==> config.mk <==
export PLATFORM = sky130hd
export DESIGN_NAME = sfr_core_bank
export DESIGN_NICKNAME = d
export VERILOG_FILES = /design/src/rtl/sfr_core_pkg.sv /design/src/rtl/sfr_stack_ptr.sv /design/src/rtl/sfr_data_ptr.sv /design/src/rtl/sfr_power_ctl.sv /design/src/rtl/sfr_core_bank.sv
export SDC_FILE = /design/constraint.sdc
export NUM_CORES = 1
export LEC_CHECK = 0
export BUFFER_PORTS_ARGS = -buffer_cell sky130_fd_sc_hd__clkbuf_2
export CAP_MARGIN = 5
export CORE_MARGIN = 3
export CORE_UTILIZATION = 39
export CTS_BUF_LIST = sky130_fd_sc_hd__clkbuf_8 sky130_fd_sc_hd__clkbuf_16
export CTS_CLUSTER_SIZE = 8
export DETAILED_ROUTE_END_ITERATION = 12
export HOLD_SLACK_MARGIN = 0.05
export PLACE_DENSITY_LB_ADDON = 0.3
export SYNTH_ARGS = -nofsm -noshare
export SYNTH_HDL_FRONTEND = slang
export SYNTH_SLANG_ARGS = --single-unit
==> constraint.sdc <==
create_clock -name clk -period 2.3 [get_ports clk]
set_input_delay 0.345 -clock clk [delete_from_list [all_inputs] [get_ports clk]]
set_output_delay 0.345 -clock clk [all_outputs]
set_load 0.02 [all_outputs]
==> src/rtl/sfr_core_pkg.sv <==
package sfr_core_pkg;

    typedef logic [7:0] sfr_addr_t;

    localparam sfr_addr_t ADDR_SP   = 8'h81;
    localparam sfr_addr_t ADDR_DPL  = 8'h82;
    localparam sfr_addr_t ADDR_DPH  = 8'h83;
    localparam sfr_addr_t ADDR_DPP  = 8'h84;
    localparam sfr_addr_t ADDR_PCON = 8'h87;
    localparam sfr_addr_t ADDR_SPH  = 8'hB7;
    localparam sfr_addr_t ADDR_PSW  = 8'hD0;
    localparam sfr_addr_t ADDR_ACC  = 8'hE0;
    localparam sfr_addr_t ADDR_B    = 8'hF0;

    // status word bit positions
    localparam int unsigned PSW_CY = 7;
    localparam int unsigned PSW_AC = 6;
    localparam int unsigned PSW_OV = 2;

    // power-control bit positions
    localparam int unsigned PCON_PD  = 1;
    localparam int unsigned PCON_IDL = 0;

    typedef enum logic [1:0] {
        PWR_RUN  = 2'd0,
        PWR_IDLE = 2'd1,
        PWR_DOWN = 2'd2
    } pwr_state_e;

endpackage

==> src/rtl/sfr_stack_ptr.sv <==
module sfr_stack_ptr #(
    parameter int unsigned SP_W      = 11,
    parameter int unsigned LO_W      = 8,
    parameter int unsigned RESET_VAL = 7
) (
    input  logic            clk,
    input  logic            rst_n,
    input  logic            wr_lo,
    input  logic            wr_hi,
    input  logic [LO_W-1:0] wdata,
    input  logic            push,
    input  logic            pop,
    output logic [SP_W-1:0] sp_o
);
    localparam int unsigned HI_W = SP_W - LO_W;

    logic [SP_W-1:0] sp_q;

    always_ff @(posedge clk) begin
        if (!rst_n) begin
            sp_q <= SP_W'(RESET_VAL);
        end else if (wr_lo || wr_hi) begin
            // direct write beats any strobe in the same cycle
            if (wr_lo) sp_q[LO_W-1:0]    <= wdata;
            if (wr_hi) sp_q[SP_W-1:LO_W] <= wdata[HI_W-1:0];
        end else if (push && !pop) begin
            sp_q <= sp_q + SP_W'(1);
        end else if (pop && !push) begin
            sp_q <= sp_q - SP_W'(1);
        end
    end

    assign sp_o = sp_q;

endmodule

==> src/rtl/sfr_data_ptr.sv <==
module sfr_data_ptr #(
    parameter int unsigned NBYTES = 3
) (
    input  logic                  clk,
    input  logic                  rst_n,
    input  logic [NBYTES-1:0]     wr_lane,
    input  logic [7:0]            wdata,
    input  logic                  inc,
    output logic [8*NBYTES-1:0]   dptr_o
);
    localparam int unsigned DP_W = 8 * NBYTES;

    logic [7:0]      lane_q [NBYTES];
    logic [DP_W-1:0] dp_next;

    for (genvar g = 0; g < NBYTES; g++) begin : g_pack
        assign dptr_o[8*g +: 8] = lane_q[g];
    end

    assign dp_next = dptr_o + DP_W'(1);

    always_ff @(posedge clk) begin
        if (!rst_n) begin
            for (int i = 0; i < NBYTES; i++) lane_q[i] <= 8'h00;
        end else if (|wr_lane) begin
            for (int i = 0; i < NBYTES; i++) begin
                if (wr_lane[i]) lane_q[i] <= wdata;
            end
        end else if (inc) begin
            for (int i = 0; i < NBYTES; i++) lane_q[i] <= dp_next[8*i +: 8];
        end
    end

endmodule

==> src/rtl/sfr_power_ctl.sv <==
module sfr_power_ctl
    import sfr_core_pkg::*;
(
    input  logic       clk,
    input  logic       rst_n,
    input  logic       wr,
    input  logic [7:0] wdata,
    input  logic       wake,
    output logic [7:0] pcon_o,
    output logic       idle_req,
    output logic       pd_req
);
    pwr_state_e state_q, state_d;
    logic [7:0] pcon_q;
    logic       go_down, go_idle;

    assign go_down = wr && wdata[PCON_PD];
    assign go_idle = wr && wdata[PCON_IDL] && !wdata[PCON_PD];

    // next-state logic
    always_comb begin
        state_d = state_q;
        unique case (state_q)
            PWR_RUN: begin
                if (go_down)      state_d = PWR_DOWN;   // T_SLEEP_DOWN
                else if (go_idle) state_d = PWR_IDLE;   // T_SLEEP_IDLE
            end
            PWR_IDLE,
            PWR_DOWN: begin
                if (wake && !wr)  state_d = PWR_RUN;    // T_WAKE
            end
            default:              state_d = PWR_RUN;
        endcase
    end

    // state register
    always_ff @(posedge clk) begin
        if (!rst_n) state_q <= PWR_RUN;
        else        state_q <= state_d;
    end

    // register contents
    always_ff @(posedge clk) begin
        if (!rst_n) begin
            pcon_q <= 8'h00;
        end else if (wr) begin
            pcon_q <= wdata;
        end else if (wake && state_q != PWR_RUN) begin
            pcon_q[PCON_PD]  <= 1'b0;
            pcon_q[PCON_IDL] <= 1'b0;
        end
    end

    // registered request pulses
    always_ff @(posedge clk) begin
        if (!rst_n) begin
            pd_req   <= 1'b0;
            idle_req <= 1'b0;
        end else begin
            pd_req   <= (state_q == PWR_RUN) && go_down;
            idle_req <= (state_q == PWR_RUN) && go_idle;
        end
    end

    assign pcon_o = pcon_q;

endmodule

==> src/rtl/sfr_core_bank.sv <==
module sfr_core_bank
    import sfr_core_pkg::*;
#(
    parameter int unsigned SP_W     = 11,
    parameter int unsigned DP_BYTES = 3,
    parameter int unsigned SP_RESET = 7
) (
    input  logic                  clk,
    input  logic                  rst_n,
    input  logic [7:0]            sfr_addr,
    input  logic                  sfr_we,
    input  logic [7:0]            sfr_wdata,
    output logic [7:0]            sfr_rdata,
    input  logic [7:0]            bit_addr,
    input  logic                  bit_we,
    input  logic                  bit_wdata,
    output logic                  bit_rdata,
    input  logic                  push_stb,
    input  logic                  pop_stb,
    input  logic                  dptr_inc_stb,
    input  logic                  alu_flag_we,
    input  logic                  alu_cy,
    input  logic                  alu_ac,
    input  logic                  alu_ov,
    input  logic                  wake,
    output logic [SP_W-1:0]       stack_addr,
    output logic [8*DP_BYTES-1:0] dptr_addr,
    output logic [1:0]            bank_sel,
    output logic                  parity,
    output logic                  idle_req,
    output logic                  pd_req
);
    localparam int unsigned SP_HI_W = SP_W - 8;

    logic [7:0] acc_q, b_q;
    logic [7:1] psw_q;
    logic [7:0] pcon;
    logic [7:0] psw_rd;

    // bit-port decode
    logic       bit_hit;
    sfr_addr_t  bit_base;
    logic [2:0] bit_idx;

    assign bit_hit  = bit_addr[7];
    assign bit_base = {bit_addr[7:3], 3'b000};
    assign bit_idx  = bit_addr[2:0];

    logic wr_acc, wr_b, wr_psw, wr_pcon, wr_sp, wr_sph;
    logic bw_acc, bw_b, bw_psw;

    assign wr_acc  = sfr_we && sfr_addr == ADDR_ACC;
    assign wr_b    = sfr_we && sfr_addr == ADDR_B;
    assign wr_psw  = sfr_we && sfr_addr == ADDR_PSW;
    assign wr_pcon = sfr_we && sfr_addr == ADDR_PCON;
    assign wr_sp   = sfr_we && sfr_addr == ADDR_SP;
    assign wr_sph  = sfr_we && sfr_addr == ADDR_SPH;

    assign bw_acc  = bit_we && bit_hit && bit_base == ADDR_ACC;
    assign bw_b    = bit_we && bit_hit && bit_base == ADDR_B;
    assign bw_psw  = bit_we && bit_hit && bit_base == ADDR_PSW && bit_idx != 3'd0;

    // data-pointer lane write strobes, lane 0 at ADDR_DPL
    logic [DP_BYTES-1:0] wr_dp;
    for (genvar g = 0; g < DP_BYTES; g++) begin : g_dpwr
        assign wr_dp[g] = sfr_we && sfr_addr == ADDR_DPL + 8'(g);
    end

    // accumulator and B
    always_ff @(posedge clk) begin
        if (!rst_n) begin
            acc_q <= 8'h00;
            b_q   <= 8'h00;
        end else begin
            if (wr_acc)      acc_q          <= sfr_wdata;
            else if (bw_acc) acc_q[bit_idx] <= bit_wdata;
            if (wr_b)        b_q            <= sfr_wdata;
            else if (bw_b)   b_q[bit_idx]   <= bit_wdata;
        end
    end

    // status word; bit 0 is not stored
    always_ff @(posedge clk) begin
        if (!rst_n) begin
            psw_q <= 7'h00;
        end else if (wr_psw) begin
            psw_q <= sfr_wdata[7:1];
        end else if (bw_psw) begin
            psw_q[bit_idx] <= bit_wdata;
        end else if (alu_flag_we) begin
            psw_q[PSW_CY] <= alu_cy;
            psw_q[PSW_AC] <= alu_ac;
            psw_q[PSW_OV] <= alu_ov;
        end
    end

    assign parity   = ^acc_q;
    assign psw_rd   = {psw_q, parity};
    assign bank_sel = psw_q[4:3];

    sfr_stack_ptr #(
        .SP_W      (SP_W),
        .LO_W      (8),
        .RESET_VAL (SP_RESET)
    ) u_sp (
        .clk   (clk),
        .rst_n (rst_n),
        .wr_lo (wr_sp),
        .wr_hi (wr_sph),
        .wdata (sfr_wdata),
        .push  (push_stb),
        .pop   (pop_stb),
        .sp_o  (stack_addr)
    );

    sfr_data_ptr #(
        .NBYTES (DP_BYTES)
    ) u_dp (
        .clk     (clk),
        .rst_n   (rst_n),
        .wr_lane (wr_dp),
        .wdata   (sfr_wdata),
        .inc     (dptr_inc_stb),
        .dptr_o  (dptr_addr)
    );

    sfr_power_ctl u_pwr (
        .clk      (clk),
        .rst_n    (rst_n),
        .wr       (wr_pcon),
        .wdata    (sfr_wdata),
        .wake     (wake),
        .pcon_o   (pcon),
        .idle_req (idle_req),
        .pd_req   (pd_req)
    );

    // byte read mux
    always_comb begin
        sfr_rdata = 8'h00;
        for (int i = 0; i < DP_BYTES; i++) begin
            if (sfr_addr == ADDR_DPL + 8'(i)) sfr_rdata = dptr_addr[8*i +: 8];
        end
        case (sfr_addr)
            ADDR_ACC:  sfr_rdata = acc_q;
            ADDR_B:    sfr_rdata = b_q;
            ADDR_PSW:  sfr_rdata = psw_rd;
            ADDR_PCON: sfr_rdata = pcon;
            ADDR_SP:   sfr_rdata = stack_addr[7:0];
            ADDR_SPH:  sfr_rdata = {{(8-SP_HI_W){1'b0}}, stack_addr[SP_W-1:8]};
            default:   ;
        endcase
    end

    // bit read mux
    always_comb begin
        bit_rdata = 1'b0;
        if (bit_hit) begin
            case (bit_base)
                ADDR_ACC: bit_rdata = acc_q[bit_idx];
                ADDR_B:   bit_rdata = b_q[bit_idx];
                ADDR_PSW: bit_rdata = psw_rd[bit_idx];
                default:  bit_rdata = 1'b0;
            endcase
        end
    end

endmodule

---- Word-level counts from Yosys, hierarchy flattened ----
Memories as Yosys holds them, arrays and structs flattened.
Index checks and enable logic that the tools add are counted.
word-level totals
  memory bits (writable) .................. 24
  bits in registers ....................... 46
  memories kept ........................... 1
cells by class
  $add $sub $neg .......................... 3
  reduce and logical (&&, ||, !) cells .... 44
  bitwise logic cells ..................... 6
  eq/ne operators ......................... 18
  mux-type cells .......................... 62
  $lt $le $gt $ge ......................... 2
memories
  memory       words  width  rd ports  clocked after memory_dff  write ports  RTL line            source
  u_dp.lane_q  3      8      3         0                         3            sfr_data_ptr.sv:13  logic [7:0] lane_q [NBYTES];
operators by type and width
  kind                     count
  $mux W8                  14
  $eq A8 B8 Y1 const B     9
  $pmux W8 S6              1
  $mux W11                 3
  $mux W1                  25
  $add A24 B1 Y24 const B  1
  $logic_and A1 B1 Y1      24
  $bwmux W8                2
  $eq A5 B5 Y1 const B     3
  $mux W2                  7
  $add A11 B1 Y11 const B  1
  $sub A11 B1 Y11 const B  1
  $reduce_bool A2 Y1       5
  $bmux W1 S3              3
  $reduce_bool A3 Y1       3
  $reduce_xor A8 Y1        1
  $bwmux W7                1
  $mux W7                  1
  $mux W3                  2
  $ne A2 B1 Y1 const B     3
  $or A1 B1 Y1             6
  $reduce_and A2 Y1        3
  $logic_not A1 Y1         4
  $lt A3 B4 Y1 const B     1
  11 further kinds         11

---- Depth between registers and ports, before layout ----
  depth after elaboration ................. 8
  depth in mapped cells ................... 10
  gate-level depth less buffers ........... 10

---- By module ----
A second synthesis with hierarchy kept.
second synthesis, totals
  cell total of the unflattened synthesis .. 619
  area, all modules ....................... 5376.4 um2
modules (own cells, without submodules)
  module         cells an instance  seq. area each (um2)  instances  area each (um2)
  sfr_core_bank  302                460.4                 1          2369.8
  sfr_data_ptr   134                720.7                 1          1462.7
  sfr_stack_ptr  134                220.2                 1          1064.8
  sfr_power_ctl  49                 240.2                 1          479.2

---- Worst setup path after synthesis ----
Ideal clock, no wire load.
  path type ............................... input port to flip-flop
  start ................................... input sfr_addr[6]
  end ..................................... memory u_dp.lane_q[0][0], enable pin
  setup slack ............................. -0.069 ns
  arrival time ............................ 1.981 ns
  required time ........................... 1.912 ns
  buffers on the path ..................... 0
  cell stages on the path ................. 4
  setup time .............................. 0.388 ns
  cell sequence ........................... or3b_4 > nor4_2 > nand2_1 > o311ai_1
RTL lines
  element      RTL line             source
  from (decl)  sfr_core_bank.sv:10  input logic [7:0] sfr_addr,
  to (decl)    sfr_data_ptr.sv:13

---- Final worst setup path ----
  start ................................... register acc_q[5]
  end ..................................... output bit_rdata
on the way
  word-level cells in the longest chain between the ends .. 5
  elaborated cells between the ends (all ways) .. 7
ends and longest elaborated chain
  element                            RTL line              source
  from (decl)                        sfr_core_bank.sv:35   logic [7:0] acc_q, b_q;
  from (signal assigned)             sfr_core_bank.sv:75   if (wr_acc) acc_q <= sfr_wdata;
  from (signal, indexed assignment)  sfr_core_bank.sv:76   else if (bw_acc) acc_q[bit_idx] <= bit_wdata;
  $reduce_xor A8 Y1                  sfr_core_bank.sv:97   assign parity = ^acc_q;
  $bmux W1 S3                        sfr_core_bank.sv:162  ADDR_PSW: bit_rdata = psw_rd[bit_idx];
  $mux W1 (implied by the code)      sfr_core_bank.sv:162
  $pmux W1 S3 (*)                    sfr_core_bank.sv:159  case (bit_base)
  $mux W1 (*)                        sfr_core_bank.sv:158  if (bit_hit) begin
  to (decl)                          sfr_core_bank.sv:17   output logic bit_rdata,
Every way passes the cells marked *; elsewhere a longest branch is shown, timed or not. The select of a mux whose other input is x is not followed.

==> out/results.ini <==
[outcome]
status=finished with violations
violations=negative setup slack

[critical_path]
max_stage_delay_ns=0.48
path_max_fanout=2
ff2ff_path_depth=8
worst_setup_path_start_kind=flop
cp.arrival_ns=2.05
path_cells=xor2_2 > xnor2_1 > xnor2_1 > mux4_2 > o21ai_2 > o21ai_1 > buf_4
r2r-start=u_dp.lane_q[0][1]
cp-endpoint=bit_rdata
critPathLaunch=acc_q[5]
r2r-end=u_dp.lane_q[0][22]
required_ns=1.96
worstSetupEndpointType=primary output
critPathKind=reg -> out
crit_path_top_delay_cell=mux4_2
crit_top_cell=xnor2_1
reg2reg_setup_slack_ns=0.21

[power]
peakVddDrop_v=0.0003492
power_mw=3.936
seqPwrFrac_pct=37.6
p_switching_mw=1.287
clockPowerShare_pct=35.7
p_leak_nw=2.727
p_sw_share_pct=32.71
power_density_mw_per_mm2=576.2
p_comb_share_pct=26.7
p_int_mw=2.648

[floorplanning]
initial_core_util_pct=40.40
dieArea_mm2=0.01470
core_area_mm2=0.01282
fp.dieW_um=121.3
row_count=41
die_h_um=121.3
io_pins=86

[cts]
cts_tree=built
cts_buffers=9
root_buffer=clkbuf_16
clk_pin_slew_ns=0.06
htreeDepth=3
cts.sinks=70
cts_buffer_depth=2
hold_buffers=0
clk_latency_ns=0.35

[synth]
yosys-top-cells-count=nor2_1, nand2_1, o21ai_0
syn_nets=683
yosysSeqAreaShare_pct=31.68
yosys_warnings=0
synth.top_cell.area_share_pct=17.77
synthArstFlopShare_pct=0
syn_inst=633
synth.distinct_cells=71
synth.avg_cell_area_um2=8.185
yosys_register_bits=70
synth_area_mm2=0.005181
synth-edff-count=24
yosys.area.top_type=dfxtp_1
synth_top_cells_by_area=dfxtp_1, edfxtp_1, mux2i_1
synth_flop_cell=dfxtp_1
yosysMostFrequentCell=nor2_1

[sta]
max_slew_margin_pct=60.46
drv_slew=0
layout_min_cycle_time_ns=2.392
fin_skew_ns=0.01202
worst_pin_slew_ns=0.5931
fin_tns_setup_ns=-0.1257
timing.final.ws_setup_ns=-0.09211
final-hold-violation-count=0
setup-violations-final=2
fmax_mhz=418.0
rsz0062_at_grt=yes
fin_crit_sh_pct=104.0

[grt]
grt_pass1_vias=5218
grt_max_degree=27
grt_pass1_wl_mm=27.40
antenna_found_initial=0
overflow=0
grt_usage_pct=23.60

[place]
place_ws_ns=-0.1631
hpwlAfterDp_mm=13.11
place.gp.congestion=0.8776
io_buffers=85

[route]
first_iter_violations=566
drt_first_pass_iters=5
drc=0
wl_per_cell_um=18.64
routed_wl_mm=17.65
vias_per_cell=5.830
vias=5521
ant_nets=0

[final_layout]
antennaDiodeCount=0
nets=820
drive_above_1_share_pct=33.42
multiInputGateArea_mm2=0.003508
fillers=1214
seqCellArea_mm2=0.001659
area_growth_pct=31.83

[flow_run]
drv_cap=0

[min_path]
hp-class=in -> reg
min_from=wake

placed cells by master, fill, tap and decap left out, types with 15 or more instances in the layout:
master	instances
a211oi_1	15
a21oi_1	26
buf_4	86
clkbuf_2	75
dfxtp_1	38
edfxtp_1	24
mux2i_1	29
nand2_1	69
nand3_1	27
nor2_1	72
o21ai_0	48
cell type report:
class | count | share of cell area [%]
clock buffers | 9 | 3.297
clock inverters | 7 | 1.081
inverters | 13 | 0.7144
multi-input cells | 508 | 51.36
flip-flops and latches | 70 | 24.29
well taps | 172 | 3.151
repair buffers | 168 | 16.10
cell families (layout without fill, tap and decap cells):
kind of cell / count (synthesis) / count (layout) / share of synthesized area (%)
adder cells (fa/ha/maj): 13 / 13 / 3.284
flip-flops: 70 / 70 / 31.68
AO/OA/AOI/OAI: 164 / 164 / 21.11
AND/OR/NAND/NOR: 252 / 252 / 23.83
XOR/XNOR: 33 / 33 / 5.578
multiplexers: 46 / 46 / 9.466
buffers and inverters: 55 / 197 / 5.047
through the flow:
stage | cell area (um^2) | hold WS [ns] | util, % | instances
2_1_floorplan | 5189 | 0.4360 | - | 633
3_3_place_gp | 6150 | 0.4480 | 47.95 | 919
3_5_place_dp | 6150 | 0.4607 | 47.95 | 919
4_1_cts | 6593 | 0.3465 | 51.40 | 943
5_1_grt | 6830 | 0.3741 | 53.26 | 947
6_report | 6830 | 0.3503 | 53.26 | 947
flip-flops by register name (all words and copies together) (netlist names):
register        count
u_dp.lane_q        24
u_sp.sp_o          11
acc_q               8
b_q                 8
u_pwr.pcon_o        8
psw_q               7
u_pwr.state_q       2
u_pwr.idle_req      1
u_pwr.pd_req        1
critical path: cells and delay by family (launching register included):
family,cells,cell delay (ns)
AOI/OAI and AO/OA,2,0.22
xor gates and xnor gates,3,0.51
buffers and inverters,1,0.16
DFF,1,0.34
muxes,1,0.48
repair_timing:
action                                  in CTS  in global routing
resized for setup                           32                 58
pin swaps                                    7                 12
buffers inserted                             8                  5
endpoints found under the setup margin       8                 13
endpoints found under the hold margin        0                  0
power groups by stage:
stage | logic (mW) | registers (mW) | clock network, mW
6_report | 1.05 | 1.48 | 1.41
5_1_grt | 1.16 | 1.49 | 1.47
4_1_cts | 1.01 | 1.48 | 1.42
3_5_place_dp | 0.998 | 1.51 | 0
3_3_place_gp | 0.969 | 1.50 | 0
2_1_floorplan | 0.545 | 1.55 | 0
layer usage:
layer	vias to the layer above	global-route usage, %	wire (um)
li1	2620	-	-
met1	2634	31.24	7500
met2	232	37.20	8261
met3	35	5.828	1483
met4	0	9.034	407
met5	-	0	0
worst min-delay path by stage:
stage	endpoint	depth (start not counted)	slack [ns]
after floorplan	u_pwr.pcon_o[2]	2	0.44
after global placement	u_pwr.pcon_o[4]	2	0.45
after detailed placement	u_pwr.pcon_o[4]	2	0.46
after CTS	u_pwr.pcon_o[0]	4	0.35
after global routing	u_pwr.pcon_o[1]	4	0.37
final	u_pwr.pcon_o[0]	4	0.35
Note: power is estimated with default switching activity, not from simulation.
